File: src/rtl/vptlb_pkg.sv
package vptlb_pkg;
  // Widest page offset carried by any supported size (4 MB).
  localparam int OFF_W = 22;

  typedef enum logic [1:0] {
    PG_4K   = 2'd0,
    PG_2M   = 2'd1,
    PG_4M   = 2'd2,
    PG_RSVD = 2'd3
  } pg_size_e;

  // Attribute bits, bit 0 is writable.
  typedef struct packed {
    logic pat;
    logic glb;
    logic ucache;
    logic noexec;
    logic user;
    logic wr;
  } pg_attr_t;

  // Offset mask of a page size code; unknown code is treated as the smallest page.
  function automatic logic [OFF_W-1:0] pg_off_mask(input logic [1:0] code);
    case (pg_size_e'(code))
      PG_2M:   return 22'h1F_FFFF;
      PG_4M:   return 22'h3F_FFFF;
      default: return 22'h00_0FFF;
    endcase
  endfunction
endpackage

File: src/rtl/vptlb_pick.sv
// Lowest-index request selector.
module vptlb_pick #(
  parameter int N  = 8,
  parameter int IW = 3
) (
  input  logic [N-1:0]  req,
  output logic          any,
  output logic [IW-1:0] idx
);
  always_comb begin
    any = 1'b0;
    idx = '0;
    for (int i = N - 1; i >= 0; i--) begin
      if (req[i]) begin
        any = 1'b1;
        idx = IW'(i);
      end
    end
  end
endmodule

File: src/rtl/vptlb_match.sv
// Per-slot range comparators: base <= va <= base + mask.
module vptlb_match
  import vptlb_pkg::*;
#(
  parameter int N    = 8,
  parameter int VA_W = 48
) (
  input  logic [N-1:0]           vld,
  input  logic [N-1:0][VA_W-1:0] vbase,
  input  logic [N-1:0][1:0]      sz,
  input  logic [VA_W-1:0]        va,
  output logic [N-1:0]           hit_vec
);
  localparam int PAD = VA_W - OFF_W;

  for (genvar g = 0; g < N; g++) begin : g_cmp
    logic [VA_W:0] top_addr;
    logic          ge_lo;
    logic          le_hi;
    assign top_addr   = {1'b0, vbase[g]} + {1'b0, {PAD{1'b0}}, pg_off_mask(sz[g])};
    assign ge_lo      = va >= vbase[g];
    assign le_hi      = {1'b0, va} <= top_addr;
    assign hit_vec[g] = vld[g] & ge_lo & le_hi;
  end
endmodule

File: src/rtl/vptlb_lru.sv
// Recency tracking with one age counter per slot; age 0 is the youngest.
module vptlb_lru #(
  parameter int N  = 8,
  parameter int IW = 3
) (
  input  logic          clk,
  input  logic          rst_n,
  input  logic          touch,
  input  logic [IW-1:0] touch_idx,
  output logic [IW-1:0] victim_idx
);
  localparam logic [IW-1:0] OLDEST = IW'(N - 1);

  logic [N-1:0][IW-1:0] age;
  logic [IW-1:0]        touched_age;

  assign touched_age = age[touch_idx];

  always_ff @(posedge clk) begin
    if (!rst_n) begin
      for (int i = 0; i < N; i++) age[i] <= IW'(i);
    end else if (touch) begin
      for (int i = 0; i < N; i++) begin
        if (IW'(i) == touch_idx)      age[i] <= '0;
        else if (age[i] < touched_age) age[i] <= age[i] + 1'b1;
      end
    end
  end

  always_comb begin
    victim_idx = '0;
    for (int i = 0; i < N; i++) begin
      if (age[i] == OLDEST) victim_idx = IW'(i);
    end
  end
endmodule

File: src/rtl/vptlb.sv
module vptlb
  import vptlb_pkg::*;
#(
  parameter int ENTRIES = 8,
  parameter int VA_W    = 48,
  parameter int PA_W    = 52
) (
  input  logic            clk,
  input  logic            rst_n,
  input  logic            lk_valid,
  output logic            lk_ready,
  input  logic [VA_W-1:0] lk_va,
  input  logic            lk_touch,
  input  logic            ins_valid,
  output logic            ins_ready,
  input  logic [VA_W-1:0] ins_va,
  input  logic [PA_W-1:0] ins_pa,
  input  logic [1:0]      ins_size,
  input  logic [5:0]      ins_attr,
  output logic            rsp_valid,
  output logic            rsp_hit,
  output logic            rsp_miss,
  output logic [PA_W-1:0] rsp_pa,
  output logic [5:0]      rsp_attr
);
  localparam int IW   = (ENTRIES > 1) ? $clog2(ENTRIES) : 1;
  localparam int VPAD = VA_W - OFF_W;
  localparam int PPAD = PA_W - OFF_W;

  logic [ENTRIES-1:0]           ent_vld;
  logic [ENTRIES-1:0][VA_W-1:0] ent_vb;
  logic [ENTRIES-1:0][PA_W-1:0] ent_pb;
  logic [ENTRIES-1:0][1:0]      ent_sz;
  pg_attr_t [ENTRIES-1:0]       ent_at;

  logic [ENTRIES-1:0] hit_vec;
  logic               hit_any, free_any;
  logic [IW-1:0]      hit_idx, free_idx, victim_idx, ins_slot;
  logic               ins_fire, touch;
  logic [IW-1:0]      touch_idx;
  logic [OFF_W-1:0]   ins_mask, hit_mask;

  // Channel rules: lookups always accepted, inserts yield to lookups.
  assign lk_ready  = 1'b1;
  assign ins_ready = ~lk_valid;
  assign ins_fire  = ins_valid & ins_ready;

  vptlb_match #(.N(ENTRIES), .VA_W(VA_W)) u_match (
    .vld     (ent_vld),
    .vbase   (ent_vb),
    .sz      (ent_sz),
    .va      (lk_va),
    .hit_vec (hit_vec)
  );

  vptlb_pick #(.N(ENTRIES), .IW(IW)) u_hit_pick (
    .req (hit_vec),
    .any (hit_any),
    .idx (hit_idx)
  );

  vptlb_pick #(.N(ENTRIES), .IW(IW)) u_free_pick (
    .req (~ent_vld),
    .any (free_any),
    .idx (free_idx)
  );

  assign ins_slot  = free_any ? free_idx : victim_idx;
  assign touch     = ins_fire | (lk_valid & lk_touch & hit_any);
  assign touch_idx = ins_fire ? ins_slot : hit_idx;

  vptlb_lru #(.N(ENTRIES), .IW(IW)) u_lru (
    .clk        (clk),
    .rst_n      (rst_n),
    .touch      (touch),
    .touch_idx  (touch_idx),
    .victim_idx (victim_idx)
  );

  // Slot storage; only the valid bits need reset.
  assign ins_mask = pg_off_mask(ins_size);

  always_ff @(posedge clk) begin
    if (!rst_n) begin
      ent_vld <= '0;
    end else if (ins_fire) begin
      ent_vld[ins_slot] <= 1'b1;
    end
  end

  always_ff @(posedge clk) begin
    if (ins_fire) begin
      ent_vb[ins_slot] <= ins_va & ~{{VPAD{1'b0}}, ins_mask};
      ent_pb[ins_slot] <= ins_pa & ~{{PPAD{1'b0}}, ins_mask};
      ent_sz[ins_slot] <= ins_size;
      ent_at[ins_slot] <= pg_attr_t'(ins_attr);
    end
  end

  // Registered response.
  assign hit_mask = pg_off_mask(ent_sz[hit_idx]);

  always_ff @(posedge clk) begin
    if (!rst_n) begin
      rsp_valid <= 1'b0;
      rsp_hit   <= 1'b0;
      rsp_miss  <= 1'b0;
      rsp_pa    <= '0;
      rsp_attr  <= '0;
    end else begin
      rsp_valid <= lk_valid;
      rsp_hit   <= lk_valid & hit_any;
      rsp_miss  <= lk_valid & ~hit_any;
      if (lk_valid && hit_any) begin
        rsp_pa   <= ent_pb[hit_idx] | {{PPAD{1'b0}}, lk_va[OFF_W-1:0] & hit_mask};
        rsp_attr <= ent_at[hit_idx];
      end else begin
        rsp_pa   <= '0;
        rsp_attr <= '0;
      end
    end
  end
endmodule

File: config.mk
export PLATFORM = sky130hd
export DESIGN_NAME = vptlb
export DESIGN_NICKNAME = d
export VERILOG_FILES = /design/src/rtl/vptlb_pkg.sv /design/src/rtl/vptlb_pick.sv /design/src/rtl/vptlb_match.sv /design/src/rtl/vptlb_lru.sv /design/src/rtl/vptlb.sv
export SDC_FILE = /design/constraint.sdc
export NUM_CORES = 2
export LEC_CHECK = 0
export BUFFER_PORTS_ARGS = -buffer_cell sky130_fd_sc_hd__buf_2
export CAP_MARGIN = 20
export CORE_MARGIN = 10
export CORE_UTILIZATION = 60
export DETAILED_ROUTE_END_ITERATION = 8
export GPL_TIMING_DRIVEN = 1
export PLACE_DENSITY = 0.78
export SYNTH_ARGS = -nofsm -noshare
export SYNTH_HDL_FRONTEND = slang
export SYNTH_SLANG_ARGS = --single-unit
File: constraint.sdc
create_clock -name clk -period 9.2 [get_ports clk]
set_clock_uncertainty 0.1 [all_clocks]
set_input_delay 0.46 -clock clk [delete_from_list [all_inputs] [get_ports clk]]
set_output_delay 0.46 -clock clk [all_outputs]
set_load 0.01 [all_outputs]
### Yosys cells after proc, flatten, opt, wreduce, memory -nomap -nowiden

Cells that the tools add are included.

| cells by class | value |
|---|---|
| muxes and demuxes | 89 |
| $add $sub $neg | 16 |
| equal/unequal tests | 34 |
| multiply operators | 0 |
| reduce and logical (&&, ||, !) cells | 20 |
| divide/modulo/power cells | 0 |
| bitwise gates (word level) | 32 |
| shift operators | 0 |
| $lt $le $gt $ge | 28 |

Operators with widths:

| kind | number |
|---|---|
| $pmux W22 S2 | 10 |
| $bwmux W416 | 1 |
| $add A48 B22 Y49 | 8 |
| $le A48 B49 Y1 | 8 |
| $bwmux W384 | 1 |
| $ge A48 B48 Y1 | 8 |
| $bmux W52 S3 | 1 |
| $demux W52 S3 | 1 |
| $demux W48 S3 | 1 |
| $mux W3 | 39 |
| $mux W52 | 2 |
| $and A52 B52 Y52 | 1 |
| $not A22 Y52 | 1 |
| $or A52 B22 Y52 | 1 |
| $and A48 B48 Y48 | 1 |
| $bwmux W48 | 1 |
| $mux W48 | 1 |
| $not A22 Y48 | 1 |
| $add A3 B1 Y3 const B | 8 |
| $lt A3 B3 Y1 | 8 |
| $and A22 B22 Y22 | 1 |
| $and A1 B1 Y1 | 21 |
| $eq A3 B3 Y1 const B | 7 |
| $eq A2 B1 Y1 const B | 10 |
| other kinds (24) | 77 |

| word-level totals | value |
|---|---|
| bits in latches | 0 |
| ROM bits | 0 |
| logic and storage cells | 305 |
| memories kept | 0 |
| memory bits (writable) | 0 |
| register bits | 957 |

### Longest topological paths before layout

| logic depth | value |
|---|---|
| depth in word-level cells | 19 |
| depth in mapped cells | 40 |

### Cells and area by module

Synthesis repeated with hierarchy kept, for this count alone.

| second synthesis, totals | value |
|---|---|
| cells, all modules | 4939 |
| area, all modules | 54531.0 sq um |

Modules (own cells, without submodules):

| module | cells an instance | area an instance (sq um) | times used |
|---|---|---|---|
| vptlb_match | 3612 | 26823.2 | 1 |
| vptlb | 1085 | 25345.6 | 1 |
| vptlb_lru | 216 | 2202.1 | 1 |
| vptlb_pick | 13 | 80.1 | 2 |

### Least setup slack after synthesis

OpenSTA, ideal clock, no wires.

| path | value |
|---|---|
| path kind | register -> register |
| start point | reg ent_sz[14] (netlist name) |
| end point | reg u_lru.age[16] (netlist name) |
| buffers on the path | 1 |
| arrival time | 8.168 ns |
| period minus slack after synthesis | 8.338 ns |
| data required time | 9.029 ns |
| slack | 0.862 ns |
| stages on the path, launching flop included | 41 |
| cell sequence | edfxtp_1 -> inv_1 -> ha_1 -> inv_1 -> ha_1 -> a21o_1 -> a21oi_1 -> o21ai_0 -> a21o_1 -> a21o_1 -> a21o_1 -> a21o_1 -> a21oi_1 -> nor4b_1 -> nor3b_1 -> and3_1 -> nor3b_1 -> nand3_1 -> [... 5 more ...] -> nand3_1 -> nor2_1 -> a2111oi_0 -> a21oi_1 -> a211oi_2 -> o21a_1 -> o21ai_1 -> clkbuf_1 -> a21boi_0 -> o22ai_1 -> nor3_1 -> a21oi_1 -> ha_1 -> and2_1 -> and2_1 -> or3_1 -> or3_1 -> a21oi_1 |

| on the way | value |
|---|---|
| word-level cells in the longest chain between the ends | 19 |
| elaborated cells between the ends (all ways) | 32 |

Ends and longest elaborated chain:

| element | RTL line | text |
|---|---|---|
| start, declared | vptlb.sv:33 | `logic [ENTRIES-1:0][1:0] ent_sz;` |
| start signal, assigned by index | vptlb.sv:95 | `ent_sz[ins_slot] <= ins_size;` |
| $eq A2 B2 Y1 / $eq A2 B1 Y1 (equally long branches) | vptlb_pkg.sv:24 | `case (pg_size_e'(code))` |
| $pmux W22 S2 * | vptlb_pkg.sv:24 |  |
| $add A48 B22 Y49 * | vptlb_match.sv:20 | `assign top_addr = {1'b0, vbase[g]} + {1'b0, {PAD{1'b0}}, pg_off_mask(sz[g])};` |
| $le A48 B49 Y1 * | vptlb_match.sv:22 | `assign le_hi = {1'b0, va} <= top_addr;` |
| $and A1 B1 Y1 * | vptlb_match.sv:23 | `assign hit_vec[g] = vld[g] & ge_lo & le_hi;` |
| $mux W3 (8 in a row) | vptlb_pick.sv:14 | `if (req[i]) begin` |
| $mux W3 | vptlb.sv:70 | `assign touch_idx = ins_fire ? ins_slot : hit_idx;` |
| $bmux W3 S3 | vptlb_lru.sv:17 | `assign touched_age = age[touch_idx];` |
| $mux W3 (not written as such) | vptlb_lru.sv:17 |  |
| $lt A3 B3 Y1 | vptlb_lru.sv:25 | `else if (age[i] < touched_age) age[i] <= age[i] + 1'b1;` |
| $reduce_bool A2 Y1 (no line) | n/a |  |
| $reduce_and A2 Y1 (no line) | n/a |  |
| end signal, assigned by index | vptlb_lru.sv:24 | `if (IW'(i) == touch_idx) age[i] <= '0;` |
| end, declared | vptlb_lru.sv:14 | `logic [N-1:0][IW-1:0] age;` |

Every way passes the cells marked *; elsewhere a longest branch is shown, timed or not. The select of a mux whose other input is x is not followed.
A chain may end at the register's enable or synchronous reset.

### Final worst setup path

| path | value |
|---|---|
| start point | reg ent_sz[1] (netlist name) |
| end point | reg u_lru.age[0] (netlist name) |

| on the way | value |
|---|---|
| word-level cells in the longest chain between the ends | 12 |
| elaborated cells between the ends (all ways) | 18 |

Ends and longest elaborated chain:

| element | RTL line |
|---|---|
| $eq A2 B2 Y1 / $eq A2 B1 Y1 (equally long branches) | vptlb_pkg.sv:24 |
| $pmux W22 S2 * | vptlb_pkg.sv:24 |
| $add A48 B22 Y49 * | vptlb_match.sv:20 |
| $le A48 B49 Y1 * | vptlb_match.sv:22 |
| $and A1 B1 Y1 * | vptlb_match.sv:23 |
| $mux W3 | vptlb_pick.sv:14 |
| $mux W3 | vptlb.sv:70 |
| $bmux W3 S3 | vptlb_lru.sv:17 |
| $mux W3 (not written as such) | vptlb_lru.sv:17 |
| $lt A3 B3 Y1 | vptlb_lru.sv:25 |
| $reduce_bool A2 Y1 (no line) | n/a |
| $reduce_and A2 Y1 (no line) | n/a |

Marked as above.

==> flow_metrics.py <==
metrics = {
    "cells_and_area": {
        "fin_area_mm2": 0.0542,
        "n_fill_cell": 5800,
        "area_growth_pct": 12.4,
        "drive_above_1_share": 0.0924,
        "utilization": 0.683,
        "nets": 5695,
    },
    "cts": {
        "worstSkewPairLatency_ps": 660,
        "numCtsBuffers": 80,
        "htreeDepth": 3,
        "clock_path_buffers": 3,
        "cts_root_buf": "clkbuf_16",
        "clkSlewWorstSetupHoldPaths_ps": 60,
        "cts_tree": "built",
        "clock-sinks": 765,
    },
    "die": {
        "die_h_um": 304,
        "start_util": 0.608,
        "rows": 103,
        "core_mm2": 0.0794,
        "die_x_um": 304,
        "die_area_mm2": 0.0922,
        "io_pins": 224,
    },
    "critical_path": {
        "reg2regPathDepth": 34,
        "reg2reg_from": "ent_sz[1]$_DFFE_PP_",
        "max_stage_delay_ps": 430,
        "reg2reg_slack_ps": 350,
        "worstSetupStartpointType": "register",
        "critical_path.max_fanout": 9,
        "crit_required_ps": 9680,
        "slowest_stage": "nor4_4",
        "worstPathArrival_ps": 9330,
        "cp-end-kind": "register",
        "r2r_end": "u_lru.age[0]$_SDFFE_PN0P_",
        "path_class": "register to register",
    },
    "grt": {
        "antenna_found_initial": 5,
        "grt_pass1_wl_um": 207000,
        "grt_usage": 0.285,
        "grt_pass1_vias": 37300,
        "gr-total-overflow": 0,
        "grt_max_degree": 88,
    },
    "route": {
        "via_per_inst": 6.25,
        "wl_um": 136000,
        "num_vias": 37200,
        "drc": 0,
        "initialDrtViolationCount": 2909,
        "avgRoutedWirePerCell_um": 22.9,
        "ant_nets": 0,
        "first_pass_iters": 6,
    },
    "timing": {
        "min_period_ps": 8850,
        "post-route-period-util": 0.962,
        "holdWs_ps": 66.8,
        "worstMarginPinSlew_ps": 1070,
        "setup_tns_ps": 0,
        "final_hold_viol_count": 0,
        "fmax_mhz": 113,
        "max_slew_margin": 0.280,
        "drv_slew": 0,
        "setup-violations-final": 0,
    },
    "min_path": {
        "hold_depth": 2,
        "whs_endpoint": "rsp_pa[4]$_SDFF_PN0_",
        "worstHoldStart": "lk_va[4]",
        "hold_path_class": "primary input to register",
    },
    "placement": {
        "hpwl_um": 94700,
        "place.port_buffers": 198,
        "gp_congestion": 0.957,
        "place_area_mm2": 0.0509,
    },
    "logic_synthesis": {
        "yosysUniqueCellTypes": 89,
        "synthAdderAreaFrac": 0.183,
        "synth_top_family_by_area": "adder cells",
        "syn_inst": 4518,
        "synth_edf_count": 672,
        "synth_seq_cells": 765,
        "yosys_most_used_dff": "edfxtp_1",
        "syn_nets": 5377,
        "synth.area.mux_share": 0.0222,
        "synth-simple-area-share": 0.131,
        "synth-xor-area-share": 0.0479,
        "yosysWarningCount": 0,
        "synth-seq-area-share": 0.457,
        "syn_area_per_cell_um2": 10.7,
        "syn_area_mm2": 0.0483,
        "async_reset_ff_frac": 0,
        "synth_compound_area_frac": 0.122,
    },
    "power_and_ir_drop": {
        "p_per_area_mw_per_mm2": 143,
        "ir_drop_uv": 233,
        "leakagePower_uw": 0.0230,
        "total_power_uw": 7760,
    },
    "run": {
        "maxCapViolCount": 0,
    },
    "run_status": {
        "status": "finished, final reports clean",
    },
}
## cells in the mapped netlist (43+ instances only)
master | instances | area share
ha_1 | 690 | 0.18
edfxtp_1 | 672 | 0.42
nand2_1 | 477 | 0.037
inv_1 | 380 | 0.030
a21oi_1 | 274 | 0.028
xnor2_1 | 245 | 0.044
nor2_1 | 189 | 0.015
nand3_1 | 173 | 0.018
o21ai_0 | 138 | 0.014
nand4_1 | 119 | 0.015
mux2i_1 | 105 | 0.022
a21o_1 | 99 | 0.015
dfxtp_1 | 93 | 0.039
nor3_1 | 84 | 0.0087
and3_1 | 74 | 0.0096
clkbuf_1 | 59 | 0.0046
a311o_1 | 48 | 0.010
o211ai_1 | 46 | 0.0072
nor4_1 | 43 | 0.0056
## power by group
group	switching [µW]	internal [µW]
Combinational	466	271
Sequential	19.8	3820
Clock	1410	1780
## layout by cell type (no fill, tap or decap), types with 29 or more instances in the layout
master,n
nand4_1,119
dlygate4sd3_1,47
a21oi_1,273
clkbuf_16,80
inv_1,378
buf_2,198
o21a_1,29
buf_4,66
ha_1,690
a311o_1,48
o21bai_1,29
o211ai_1,46
o21ai_0,137
nor2b_1,37
and3_1,74
nor4_1,41
nor2_1,180
xnor2_1,245
dfxtp_1,93
a211oi_1,38
nor3_1,81
nand3_1,171
nand2_1,475
edfxtp_1,672
a21o_1,99
mux2i_1,105
## worst max-delay path, delay by kind of cell, from the launching register on
kind / cells / cell delay, ps
compound gates: 13 / 3110
flops: 1 / 390
fa+ha+maj: 5 / 1590
xor+xnor: 1 / 120
simple gates: 11 / 2790
buf+inv: 4 / 670
## through the flow
stage                     worst slack, ps  instances
after floorplan                       862       4518
after detailed placement             -434       5748
after global routing                -30.8       5952
after global placement               -240       5747
final                                 354       5954
after CTS                            73.3       5941
## layout make-up
class / count / area, µm² / share of cell area
antenna: 4 / 10.0 / 0.000185
clock buffer: 105 / 2140 / 0.0394
clock inverter: 41 / 460 / 0.00849
inverter: 391 / 1480 / 0.0272
multi-input combinational: 3279 / 24700 / 0.455
sequential: 765 / 22000 / 0.406
tap: 1050 / 1310 / 0.0242
timing repair buffer: 319 / 2110 / 0.0389
## cell families after synthesis
kind of cell,Yosys count
fa+ha+maj,700
mux,107
other cells,1
compound gates,888
buf+inv,474
simple gates,1319
flops,765
xor+xnor,264
## state kept, by name, summed over array words and instances (netlist names)
signal and cells:
ent_pb 320, ent_vb 288, ent_at 48, u_lru.age 24, ent_sz 16, rsp_hit 1
rsp_attr 6, rsp_miss 1, ent_vld 8, rsp_valid 1, rsp_pa 52
## per-layer routing
| layer | routed length, µm | vias to the layer above | share of wire | GRT usage |
|---|---|---|---|---|
| li1 | - | 17500 | - | - |
| met5 | 0 | - | 0 | 0 |
| met2 | 64200 | 1513 | 0.47 | 0.473 |
| met4 | 7820 | 0 | 0.057 | 0.157 |
| met3 | 10200 | 380 | 0.075 | 0.0437 |
| met1 | 54200 | 17800 | 0.40 | 0.352 |
## worst max-delay path by stage
stage,from,to,cells past startpoint
2_1_floorplan,ent_sz[14]$_DFFE_PP_,u_lru.age[16]$_SDFFE_PN0P_,40
3_3_place_gp,ent_sz[1]$_DFFE_PP_,u_lru.age[16]$_SDFFE_PN0P_,35
3_5_place_dp,ent_sz[1]$_DFFE_PP_,u_lru.age[0]$_SDFFE_PN0P_,35
4_1_cts,ent_sz[1]$_DFFE_PP_,u_lru.age[0]$_SDFFE_PN0P_,34
5_1_grt,ent_sz[1]$_DFFE_PP_,u_lru.age[0]$_SDFFE_PN0P_,37
6_report,ent_sz[1]$_DFFE_PP_,u_lru.age[0]$_SDFFE_PN0P_,34
## repair_timing
item,in CTS,in global routing
resized for setup,4,26
setup buffers,0,8
endpoints found under the setup margin,30,33
hold buffers,47,0
cloned,0,0
pin swaps,0,6
endpoints found under the hold margin,299,0
(Power assumes the default switching activity.)
